File: config.mk
export PLATFORM = sky130hd
export DESIGN_NAME = natdec_to_bcd
export DESIGN_NICKNAME = d
export VERILOG_FILES = /design/src/rtl/natdec_to_bcd.sv
export SDC_FILE = /design/constraint.sdc
export NUM_CORES = 1
export LEC_CHECK = 0
export ABC_AREA = 0
export BUFFER_PORTS_ARGS = -buffer_cell sky130_fd_sc_hd__buf_2
export CORE_AREA = 2 2 103 105
export CTS_BUF_LIST = sky130_fd_sc_hd__clkbuf_8
export DETAILED_ROUTE_END_ITERATION = 6
export DIE_AREA = 0 0 105 107
export GPL_TIMING_DRIVEN = 0
export RECOVER_POWER = 25
export SYNTH_ARGS = -nofsm -noshare
export SYNTH_HDL_FRONTEND = slang
export SYNTH_SLANG_ARGS = --single-unit
File: constraint.sdc
create_clock -name clk -period 2.7 [get_ports clk]
set_clock_uncertainty 0.15 [all_clocks]
set_input_delay 0.27 -clock clk [delete_from_list [all_inputs] [get_ports clk]]
set_output_delay 0.27 -clock clk [all_outputs]
set_load 0.03 [all_outputs]
File: src/rtl/natdec_to_bcd.sv
module natdec_to_bcd #(
  parameter int CH_W  = 16,
  parameter int N_CH  = 8
) (
  input  logic                 clk,
  input  logic                 rst,
  input  logic                 in_vld,
  input  logic [CH_W*N_CH-1:0] src,
  input  logic                 pref_sgn,
  output logic [CH_W*N_CH-1:0] bcd_out,
  output logic [3:0]           cc,
  output logic                 done
);
  localparam int W     = CH_W * N_CH;
  localparam int N_DIG = N_CH - 1;
  localparam int MAG_W = 4 * N_DIG;

  localparam logic [CH_W-1:0] CH_PLUS  = CH_W'(16'h002B);
  localparam logic [CH_W-1:0] CH_MINUS = CH_W'(16'h002D);
  localparam logic [CH_W-1:0] CH_ZERO  = CH_W'(16'h0030);
  localparam logic [CH_W-1:0] CH_NINE  = CH_W'(16'h0039);

  logic [CH_W-1:0]  sgn_ch, ch;
  logic [MAG_W-1:0] mag;
  logic             run_ok, is_plus, is_minus, bad, neg;
  logic [3:0]       sgn_nib, cc_n;

  assign sgn_ch   = src[CH_W-1:0];
  assign is_plus  = (sgn_ch == CH_PLUS);
  assign is_minus = (sgn_ch == CH_MINUS);

  always_comb begin
    run_ok = 1'b1;
    mag    = '0;
    ch     = '0;
    for (int i = 1; i <= N_DIG; i++) begin
      ch     = src[CH_W*i +: CH_W];
      run_ok = run_ok && (ch >= CH_ZERO) && (ch <= CH_NINE);
      if (run_ok) mag[4*(i-1) +: 4] = ch[3:0];
    end
  end

  assign sgn_nib = is_plus ? (pref_sgn ? 4'hF : 4'hC) : 4'hD;
  assign neg     = (sgn_nib == 4'hB) || (sgn_nib == 4'hD);
  assign bad     = !(is_plus || is_minus) || !run_ok;

  assign cc_n = bad        ? 4'b0001 :
                (mag == '0) ? 4'b0010 :
                neg        ? 4'b1000 : 4'b0100;

  always_ff @(posedge clk) begin
    if (rst) begin
      bcd_out <= '0;
      cc      <= '0;
      done    <= 1'b0;
    end else begin
      done <= in_vld;
      if (in_vld) begin
        bcd_out <= {{(W-MAG_W-4){1'b0}}, mag, sgn_nib};
        cc      <= cc_n;
      end
    end
  end
endmodule

Word-level counts from Yosys, hierarchy flattened:

Index checks and enable logic that the tools add are counted.

* add/subtract/negate cells: 0
* multiply operators: 0
* divide/modulo/power cells: 0
* order comparisons: 14
* equality and inequality tests: 4
* shifts and indexed selects: 0
* muxes and demuxes: 12
* bitwise gates (word level): 0
* reductions and logical operators: 19

Operator list (number)
* $ge 16x6->1 const B: 7
* $le 16x6->1 const B: 7
* $mux 4: 10
* $eq 16x6->1 const B: 2
* $logic_not 28->1: 1
* $logic_and 1x1->1: 13
* $eq 4x4->1 const B: 2
* $mux 2: 2
* $logic_or 1x1->1: 3
* $logic_not 1->1: 2

* register bits: 37
* bits in latches: 0
* bits in writable memories: 0
* memory bits (read-only): 0
* input bits: 132
* output and inout port bits: 133
* word-level logic and storage cells: 52
* memories: 0

Depth between registers and ports, before layout:

Gate-level depths: netlist of the first run.

* depth after elaboration: 18
* depth in mapped cells: 6
* gate-level depth less buffers: 6

Least setup slack after synthesis of the first run:

Ideal clock, no wire load.

* path type: in2reg
* start: input port src[23]
* end: register cc[3]
* library setup time: 87 ps
* data arrival time: 2072 ps
* data required time: 2463 ps
* slack: 391 ps
* stages: 6
* buffers on the path: 0
* path through: nor4b_2 -> nand4_1 -> or3_4 -> nor4_4 -> or3b_1 -> o31ai_1

* word-level cells in the longest chain between the ends: 18
* elaborated cells on any way between the ends: 27
* classes of those cells: order compare: 2; mux: 9; reduce/logical: 16

RTL lines
* start: declaration: line 8 `input logic [CH_W*N_CH-1:0] src,`
* $ge 16x6->1 / $le 16x6->1 (equally long branches): line 38 `run_ok = run_ok && (ch >= CH_ZERO) && (ch <= CH_NINE);`
* $logic_and 1x1->1 (*): line 38
* $logic_and 1x1->1 (12 in series): line 38
* $mux 4: line 39 `if (run_ok) mag[4*(i-1) +: 4] = ch[3:0];`
* $logic_not 28->1: line 48 `(mag == '0) ? 4'b0010 :`
* $mux 4: line 48
* $mux 4 (*): line 47 `assign cc_n = bad ? 4'b0001 :`
* end signal: assignment: line 60 `cc <= cc_n;`
* end: declaration: line 11 `output logic [3:0] cc,`

Every way passes the cells marked *; elsewhere a longest branch is shown, timed or not.
A chain may end at the register's enable or synchronous reset.

Worst setup path in the final report of the first run:

Same ends and word-level chain as after synthesis.

==> results of run 1 <==
==> layout by cell type, fill, tap and decap left out, drive strengths merged, types with 2 or more instances in the layout <==
cell type and count:
a21oi 20, dfxtp 36, and4bb 2, and4 2
buf 246, nor4b 2, nand3 5, inv 2
clkbuf 31, nor4 24, o21ai 8, nor2b 12
nand4 7, nand2 6, nor3 4, o31ai 2
a22o 12, nand2b 6, nor2 19, nor4bb 4
conb 96
==> metal layers <==
layer / up-vias / track usage (%) / routed length (um)
met5: - / 0 / 0
met4: 0 / 2.86 / 23
met3: 2 / 3.89 / 673
met2: 131 / 24.8 / 3980
met1: 1149 / 15.0 / 3120
li1: 1388 / - / -
==> metrics by stage <==
step / std cells / power, uW / worst slack (ns)
6_report: 699 / 1400 / 0.239
5_1_grt: 699 / 1480 / 0.0563
4_1_cts: 699 / 1420 / 0.218
3_5_place_dp: 691 / 1000 / -0.0961
3_3_place_gp: 691 / 1000 / -0.0352
2_1_floorplan: 388 / 880 / 0.391
==> power groups by stage <==
stage	Clock, uW	Combinational [uW]	Sequential [uW]
after global placement	0	453	549
after floorplan	0	324	557
after global routing	448	493	537
final	405	460	536
after detailed placement	0	455	549
after CTS	427	456	536
==> sequential cells by signal, indices dropped and copies added, names as in the netlist <==
register and flops:
done 1, cc 4, bcd_out 31
==> critical path: cells and delay by family <==
kind	cells	cell delay, ns
buffers and inverters	1	0.10
AO/OA/AOI/OAI	1	0.20
AND/OR/NAND/NOR	5	1.93
==> path summary, 6_finish.rpt <==
path                                 start  slack (ns)          end  cells after the start
worst max-delay path               src[23]        0.24        cc[3]                      7
worst min-delay path               src[64]        0.06  bcd_out[16]                      2
worst min register to register       cc[2]        0.32        cc[2]                      2
worst max register to register  bcd_out[9]        1.79   bcd_out[9]                      3
==> logic make-up after synthesis <==
family                    synth area share, %
buffers and inverters                    31.4
and+or+nand+nor                          26.8
AOI/OAI and AO/OA                        12.3
DFF                                      29.0
xor gates and xnor gates                0.353
other                                   0.151
==> layout make-up <==
type,instances,area (um2)
inverter,1,3.75
tap,136,170
timing repair buffer,167,813
clock buffer,6,82.6
clock inverter,2,11.3
multi-input combinational,247,1340
buffer,104,774
fill,1075,6180
sequential,36,721
==> impl_metrics.env, run 1 <==
export IMPL_final_setup_tns_ns=0
export IMPL_drc_errors=0
export IMPL_yosysTopAreaCell="buf_4"
export IMPL_placed_cell_area_um2=3840
export IMPL_tightest_slew_ns=0.660
export IMPL_synth_flop_cell="dfxtp_1"
export IMPL_postCtsSetupRepairBufs=0
export IMPL_via_per_inst=3.82
export IMPL_worst_hold_path_type="in -> reg"
export IMPL_rsz0062_at_grt="no"
export IMPL_clock_root_buffer="clkbuf_8"
export IMPL_cts_tree="done"
export IMPL_fmax_mhz=406
export IMPL_vias=2670
export IMPL_num_io_pins=265
export IMPL_cp_slowest_cell="nor4_4"
export IMPL_async_reset_ff_share_pct=0
export IMPL_routabilityCongestion=0.739
export IMPL_drive_above_1_share_pct=47.2
export IMPL_worst_endpoint_required_ns=2.75
export IMPL_rows=37
export IMPL_power_density_nw_per_um2=358
export IMPL_synth_edff_count=0
export IMPL_avgSynthCellArea_um2=8.47
export IMPL_grt_pass1_vias=2564
export IMPL_grt_pass1_wl_mm=12.1
export IMPL_endpoint_kind="flip-flop"
export IMPL_utilization_pct=38.8
export IMPL_clockPowerShare_pct=28.9
export IMPL_internal_power_uw=923
export IMPL_port_buffers=167
export IMPL_dieArea_um2=11200
export IMPL_ant_nets=0
export IMPL_cts_resized=0
export IMPL_cp_arrival_ns=2.51
export IMPL_overflow=0
export IMPL_pwr_share_comb_pct=32.8
export IMPL_ys_types=39
export IMPL_drt_iter0_markers=63
export IMPL_drt_first_pass_iters=4
export IMPL_finalInstanceArea_um2=3920
export IMPL_antenna_found_initial=0
export IMPL_critPathMaxFanout=7
export IMPL_gr_usage_all_layers_pct=13.3
export IMPL_antenna_cells=0
export IMPL_max_slew_margin_rel_pct=55.6
export IMPL_grt_max_degree=12
export IMPL_clk_latency_ns=0.28
export IMPL_synth_area_um2=2480
export IMPL_drt_wl_total_mm=7.80
export IMPL_cts_clk_slew_worst_paths_ns=0.08
export IMPL_syn_to_final_growth_pct=57.8
export IMPL_start_util_pct=24.6
export IMPL_hold_viol=0
export IMPL_max_vdd_ir_drop_mv=0.172
export IMPL_cts_sinks=36
export IMPL_wl_per_cell_um=11.2
export IMPL_synth_most_common_cell="buf_4"
export IMPL_die_h_um=107
export IMPL_path_class="in -> reg"
export IMPL_maxSlewViolCount=0
export IMPL_period_needed_ns=2.46
export IMPL_synth_area_leaders="buf_4, dfxtp_1, nor4_1"
export IMPL_seq_area_frac_synth_pct=29.0
export IMPL_p_seq_share_pct=38.3
export IMPL_core_area_um2=10100
export IMPL_dpl_hpwl_mm=6.89
export IMPL_status="completed"
export IMPL_die_w_um=105
export IMPL_fin_hold_ws_ns=0.0628
export IMPL_fin_nets=694
export IMPL_yosysTopAreaCellShare_pct=29.3
export IMPL_crit_path_max_incr_delay_ns=0.50
export IMPL_ys_warnings_count=0
export IMPL_cp_start_kind="input port"
export IMPL_post_route_period_util_pct=91.1
export IMPL_clk_path_buf_depth=2
export IMPL_crit_chain="buf_2 -> nor4b_2 -> nand4_1 -> or3_4 -> nor4_4 -> or3b_1 -> o31ai_1"
export IMPL_cap_violations=0
export IMPL_syn_inst=293
export IMPL_leakage_uw=0.00208
export IMPL_holdBufCountCts=0
export IMPL_switching_share_pct=34.1
export IMPL_ys_ff_latch=36
export IMPL_cts_buffers=5
export IMPL_post_synth_most_frequent_cells="buf_4, dfxtp_1, nor4_1, a21oi_1, nor2_1"
export IMPL_setup_viol_count_final=0
export IMPL_switchingPower_uw=478
export IMPL_htree_levels=2
Note: power is estimated with default switching activity, not from simulation.
==> run 2: changes to the inputs <==
- RECOVER_POWER: 25 -> not set
==> run 2 against run 1 <==
Routed wire length is 0.47% lower. Sequential share of layout area decreased by 0.11 points. Core utilization grew 0.22 points. Hold slack worse by 0.0011 ns. Fmax about the same. Via count decreased by 0.34%. Die area is the same. Worst setup slack gained 0.0024 ns.
==> impl_metrics.env, run 2 (synthesized netlist as in run 1, its figures left out) <==
export IMPL_clk_path_buf_depth=2
export IMPL_routabilityCongestion=0.739
export IMPL_wl_met2_mm=3.98
export IMPL_cts_resized=0
export IMPL_die_w_um=105
export IMPL_cts_tree="done"
export IMPL_critPathLaunch="src[23]"
export IMPL_worst_hold_path_endpoint="done"
export IMPL_pwr_share_comb_pct=32.8
export IMPL_wl_per_cell_um=11.1
export IMPL_num_io_pins=265
export IMPL_via_per_inst=3.81
export IMPL_path_class="in -> reg"
export IMPL_regArea_um2=721
export IMPL_holdBufCountCts=0
export IMPL_r2r_setup_slack_ns=1.79
export IMPL_cts_clk_slew_worst_paths_ns=0.08
export IMPL_utilization_pct=39.0
export IMPL_gr_usage_all_layers_pct=13.3
export IMPL_crit_chain="buf_2 -> nor4b_2 -> nand4_1 -> or3_4 -> nor4_4 -> or3b_1 -> o31ai_1"
export IMPL_reg2reg_depth=3
export IMPL_cts_sinks=36
export IMPL_power_density_nw_per_um2=356
export IMPL_grt_pass1_wl_mm=12.1
export IMPL_final_common_cell="buf_2"
export IMPL_syn_to_final_growth_pct=58.7
export IMPL_status="completed"
export IMPL_dieArea_um2=11200
export IMPL_internal_power_uw=923
export IMPL_final_setup_tns_ns=0
export IMPL_max_vdd_ir_drop_mv=0.170
export IMPL_cap_violations=0
export IMPL_postCtsSetupRepairBufs=0
export IMPL_vias=2661
export IMPL_top_layer_used="met4"
export IMPL_start_util_pct=24.6
export IMPL_grt_max_degree=12
export IMPL_worst_endpoint_required_ns=2.75
export IMPL_overflow=0
export IMPL_leakage_uw=0.00216
export IMPL_rsz0062_at_grt="no"
export IMPL_fin_nets=694
export IMPL_drive_above_1_share_pct=50.4
export IMPL_ant_nets=0
export IMPL_critPathMaxFanout=7
export IMPL_rr_startpoint="bcd_out[9]"
export IMPL_rows=37
export IMPL_clock_root_buffer="clkbuf_8"
export IMPL_grt_pass1_vias=2564
export IMPL_endpoint_kind="flip-flop"
export IMPL_regMostFlops="bcd_out"
export IMPL_antenna_found_initial=0
export IMPL_tightest_slew_ns=0.701
export IMPL_min_delay_start="rst"
export IMPL_cp_start_kind="input port"
export IMPL_htree_levels=2
export IMPL_dp_slack_ns=-0.0961
export IMPL_drt_iter0_markers=69
export IMPL_post_route_period_util_pct=91.0
export IMPL_fmax_mhz=407
export IMPL_cp_arrival_ns=2.51
export IMPL_drt_first_pass_iters=2
export IMPL_largest_registers="bcd_out (31), cc (4), done (1)"
export IMPL_multi_input_area_um2=1340
export IMPL_layout_common_cells="buf_2, buf_4, conb_1"
export IMPL_maxSlewViolCount=0
export IMPL_port_buffers=167
export IMPL_wl_met3_um=653
export IMPL_switching_share_pct=34.1
export IMPL_setup_slack_ns=0.242
export IMPL_die_h_um=107
export IMPL_drt_wl_total_mm=7.76
export IMPL_setup_viol_count_final=0
export IMPL_p_seq_share_pct=38.3
export IMPL_clk_latency_ns=0.28
export IMPL_period_needed_ns=2.46
export IMPL_clockPowerShare_pct=28.9
export IMPL_fillers=1066
export IMPL_core_area_um2=10100
export IMPL_drc_errors=0
export IMPL_antenna_cells=0
export IMPL_largest_reg_flops=31
export IMPL_wl_met1_mm=3.10
export IMPL_worstReg2RegEnd="bcd_out[9]"
export IMPL_min_path_cells=2
export IMPL_hold_viol=0
export IMPL_switchingPower_uw=478
export IMPL_max_slew_margin_rel_pct=52.8
export IMPL_cts_buffers=5
export IMPL_worst_hold_path_type="in -> reg"
export IMPL_cp_slowest_cell="nor4_4"
export IMPL_crit_path_max_incr_delay_ns=0.50
export IMPL_dpl_hpwl_mm=6.89
-- run 2: changes by cell type in the layout (fill, tap and decap cells not counted), sizes merged --
| cell | change |
|---|---|
| clkbuf | -18 |
| buf | +18 |
-- run 2: area by class of cell --
cell class / instances / area share, %
multi-input combinational: 247 / 34.0
buffer: 104 / 19.7
clock inverter: 2 / 0.286
sequential: 36 / 18.3
inverter: 1 / 0.0953
timing repair buffer: 167 / 21.2
clock buffer: 6 / 2.10
tap: 136 / 4.32
-- run 2: power groups by stage --
stage               sequential (uW)  clock (uW)  combinational (uW)
floorplan                       557           0                 324
global placement                549           0                 453
detailed placement              549           0                 455
CTS                             536         427                 456
global route                    537         448                 493
finish                          536         405                 460
-- run 2: routing by layer --
layer / vias up / GRT usage, %
li1: 1386 / -
met4: 0 / 2.86
met5: - / 0
met1: 1146 / 15.0
met3: 2 / 3.89
met2: 127 / 24.8
-- run 2: how the worst max path moves through the flow --
stage	slack (ns)	end
final	0.24	cc[3]
after global routing	0.06	cc[3]
after CTS	0.22	cc[3]
after detailed placement	-0.1	cc[3]
after global placement	-0.04	cc[2]
after floorplan	0.39	cc[3]
-- run 2: critical path, delay by kind of cell --
kind / cells / cell delay, ns
AOI/OAI and AO/OA: 1 / 0.20
and+or+nand+nor: 5 / 1.93
buffers and inverters: 1 / 0.10
-- run 2: through the flow --
| stage | cells | hold slack [ns] | instance area [um2] | power [uW] |
|---|---|---|---|---|
| after floorplan | 388 | 0.245 | 2840 | 880 |
| after global placement | 691 | 0.282 | 3840 | 1000 |
| after detailed placement | 691 | 0.308 | 3840 | 1000 |
| after CTS | 699 | 0.0504 | 3940 | 1420 |
| after global routing | 699 | 0.0609 | 3940 | 1480 |
| final | 699 | 0.0617 | 3940 | 1400 |
==> run 3: changes to the inputs <==
- CORE_AREA: 2 2 103 105 -> 2 2 104 106
- CTS_BUF_LIST: sky130_fd_sc_hd__clkbuf_8 -> not set
- DIE_AREA: 0 0 105 107 -> 0 0 106 108
==> run 3 against run 2 <==
Core utilization shrank 0.69 points. Via count grew 1.5%. Die area grew 1.9%. Largest power group unchanged. Highest routed layer unchanged.
==> impl_metrics.env, run 3 (synthesized netlist as in run 1, its figures left out) <==
export IMPL_endpoint_kind="flip-flop"
export IMPL_cp_start_kind="input port"
export IMPL_dp_slack_ns=-0.0623
export IMPL_layoutNonFillerInstCount=698
export IMPL_hold_viol=0
export IMPL_largest_reg_flops=31
export IMPL_min_path_cells=2
export IMPL_cp_slowest_cell="nor4_4"
export IMPL_grt_pass1_wl_mm=12.1
export IMPL_wl_per_cell_um=11.6
export IMPL_largest_registers="bcd_out (31), cc (4), done (1)"
export IMPL_maxSlewViolCount=0
export IMPL_rsz0062_at_grt="no"
export IMPL_cts_tree="done"
export IMPL_worstReg2RegEnd="bcd_out[26]"
export IMPL_max_slew_margin_rel_pct=55.3
export IMPL_grt_pass1_vias=2525
export IMPL_cts_buffers=5
export IMPL_antenna_cells=0
export IMPL_r2r_setup_slack_ns=1.77
export IMPL_finalInstanceArea_um2=3920
export IMPL_postCtsSetupRepairBufs=0
export IMPL_antenna_found_initial=0
export IMPL_worst_hold_path_type="in -> reg"
export IMPL_placed_cell_area_um2=3840
export IMPL_dpl_hpwl_mm=7.06
export IMPL_crit_chain="buf_2 -> nor4b_2 -> nand4_1 -> or3_4 -> nor4_4 -> or3b_1 -> o31ai_1"
export IMPL_die_h_um=108
export IMPL_path_buf_inv=1
export IMPL_ant_nets=0
export IMPL_cts_clk_slew_worst_paths_ns=0.07
export IMPL_worst_endpoint_required_ns=2.75
export IMPL_path_class="in -> reg"
export IMPL_fillers=1088
export IMPL_clk_path_buf_depth=2
export IMPL_rows=37
export IMPL_period_needed_ns=2.42
export IMPL_layout_common_cells="buf_2, buf_4, conb_1"
export IMPL_drt_wl_total_mm=8.07
export IMPL_num_io_pins=265
export IMPL_cts_resized=0
export IMPL_post_route_period_util_pct=89.5
export IMPL_cp_arrival_ns=2.47
export IMPL_max_vdd_ir_drop_mv=0.157
export IMPL_setup_viol_count_final=0
export IMPL_crit_path_max_incr_delay_ns=0.49
export IMPL_port_buffers=167
export IMPL_worst_hold_path_endpoint="done"
export IMPL_htree_levels=2
export IMPL_via_per_inst=3.87
export IMPL_cap_violations=0
export IMPL_fin_nets=694
export IMPL_overflow=0
export IMPL_crit_family="simple AND/OR/NAND/NOR gates"
export IMPL_drt_iter0_markers=104
export IMPL_setup_slack_ns=0.284
export IMPL_fin_hold_ws_ns=0.0686
export IMPL_tightest_slew_ns=0.665
export IMPL_cts_sinks=36
export IMPL_clock_root_buffer="clkbuf_8"
export IMPL_routabilityCongestion=0.710
export IMPL_syn_to_final_growth_pct=58.0
export IMPL_drt_first_pass_iters=4
export IMPL_post_place_cells=691
export IMPL_critPathMaxFanout=7
export IMPL_drc_errors=0
export IMPL_status="completed"
export IMPL_fmax_mhz=414
export IMPL_vias=2702
export IMPL_final_common_cell="buf_2"
export IMPL_power_density_nw_per_um2=347
export IMPL_die_w_um=106
export IMPL_dieArea_um2=11400
export IMPL_start_util_pct=24.3
export IMPL_utilization_pct=38.3
export IMPL_core_area_um2=10200
export IMPL_regMostFlops="bcd_out"
export IMPL_drive_above_1_share_pct=50.4
export IMPL_reg2reg_depth=3
export IMPL_grt_max_degree=11
export IMPL_gr_usage_all_layers_pct=13.3
export IMPL_min_delay_start="rst"
export IMPL_clk_latency_ns=0.28
export IMPL_rr_startpoint="bcd_out[26]"
export IMPL_leakage_uw=0.00215
export IMPL_holdBufCountCts=0
==> run 3: per-layer routing <==
layer,up-vias,wire length [um],track usage (%)
met5,-,0,0
met4,0,58,2.82
met3,5,733,3.38
met2,144,4150,25.4
met1,1168,3130,14.9
li1,1385,-,-
==> run 3: how the worst max path moves through the flow <==
stage	start	to	slack [ns]	depth (start not counted)
after detailed placement	src[23]	cc[2]	-0.06	7
after CTS	src[23]	cc[2]	0.25	7
after floorplan	src[23]	cc[3]	0.39	6
final	src[23]	cc[3]	0.28	7
after global placement	src[62]	cc[2]	-0.05	7
after global routing	src[63]	cc[3]	0.04	7
==> run 3: worst reg2reg max path, cell delays in order, from the launching register on <==
cell     delay [ns]
dfxtp_1        0.32
nor2b_1        0.13
a21oi_1        0.15
nor2_1         0.06
==> run 3: through the flow <==
step | TNS (ns) | total power, uW
global route | 0 | 1430
global placement | -0.0927 | 1000
CTS | 0 | 1380
detailed placement | -0.108 | 1010
floorplan | 0 | 880
finish | 0 | 1360
==> run 3: area by class of cell <==
cell class | count | area [um2] | area share (%)
Buffer | 104 | 774 | 19.8
Tap cell | 136 | 170 | 4.34
Clock inverter | 1 | 5.00 | 0.128
Clock buffer | 6 | 72.6 | 1.85
Multi-Input combinational cell | 247 | 1340 | 34.1
Inverter | 1 | 3.75 | 0.0957
Timing Repair Buffer | 167 | 836 | 21.3
Sequential cell | 36 | 721 | 18.4
==> run 3: power breakdown <==
| group | total [uW] | switching [uW] | internal, uW | leakage (uW) |
|---|---|---|---|---|
| Clock | 360 | 184 | 175 | 0.0000410 |
| Sequential | 537 | 1.83 | 535 | 0.000291 |
| Combinational | 463 | 278 | 185 | 0.00182 |
| Total | 1360 | 464 | 895 | 0.00215 |
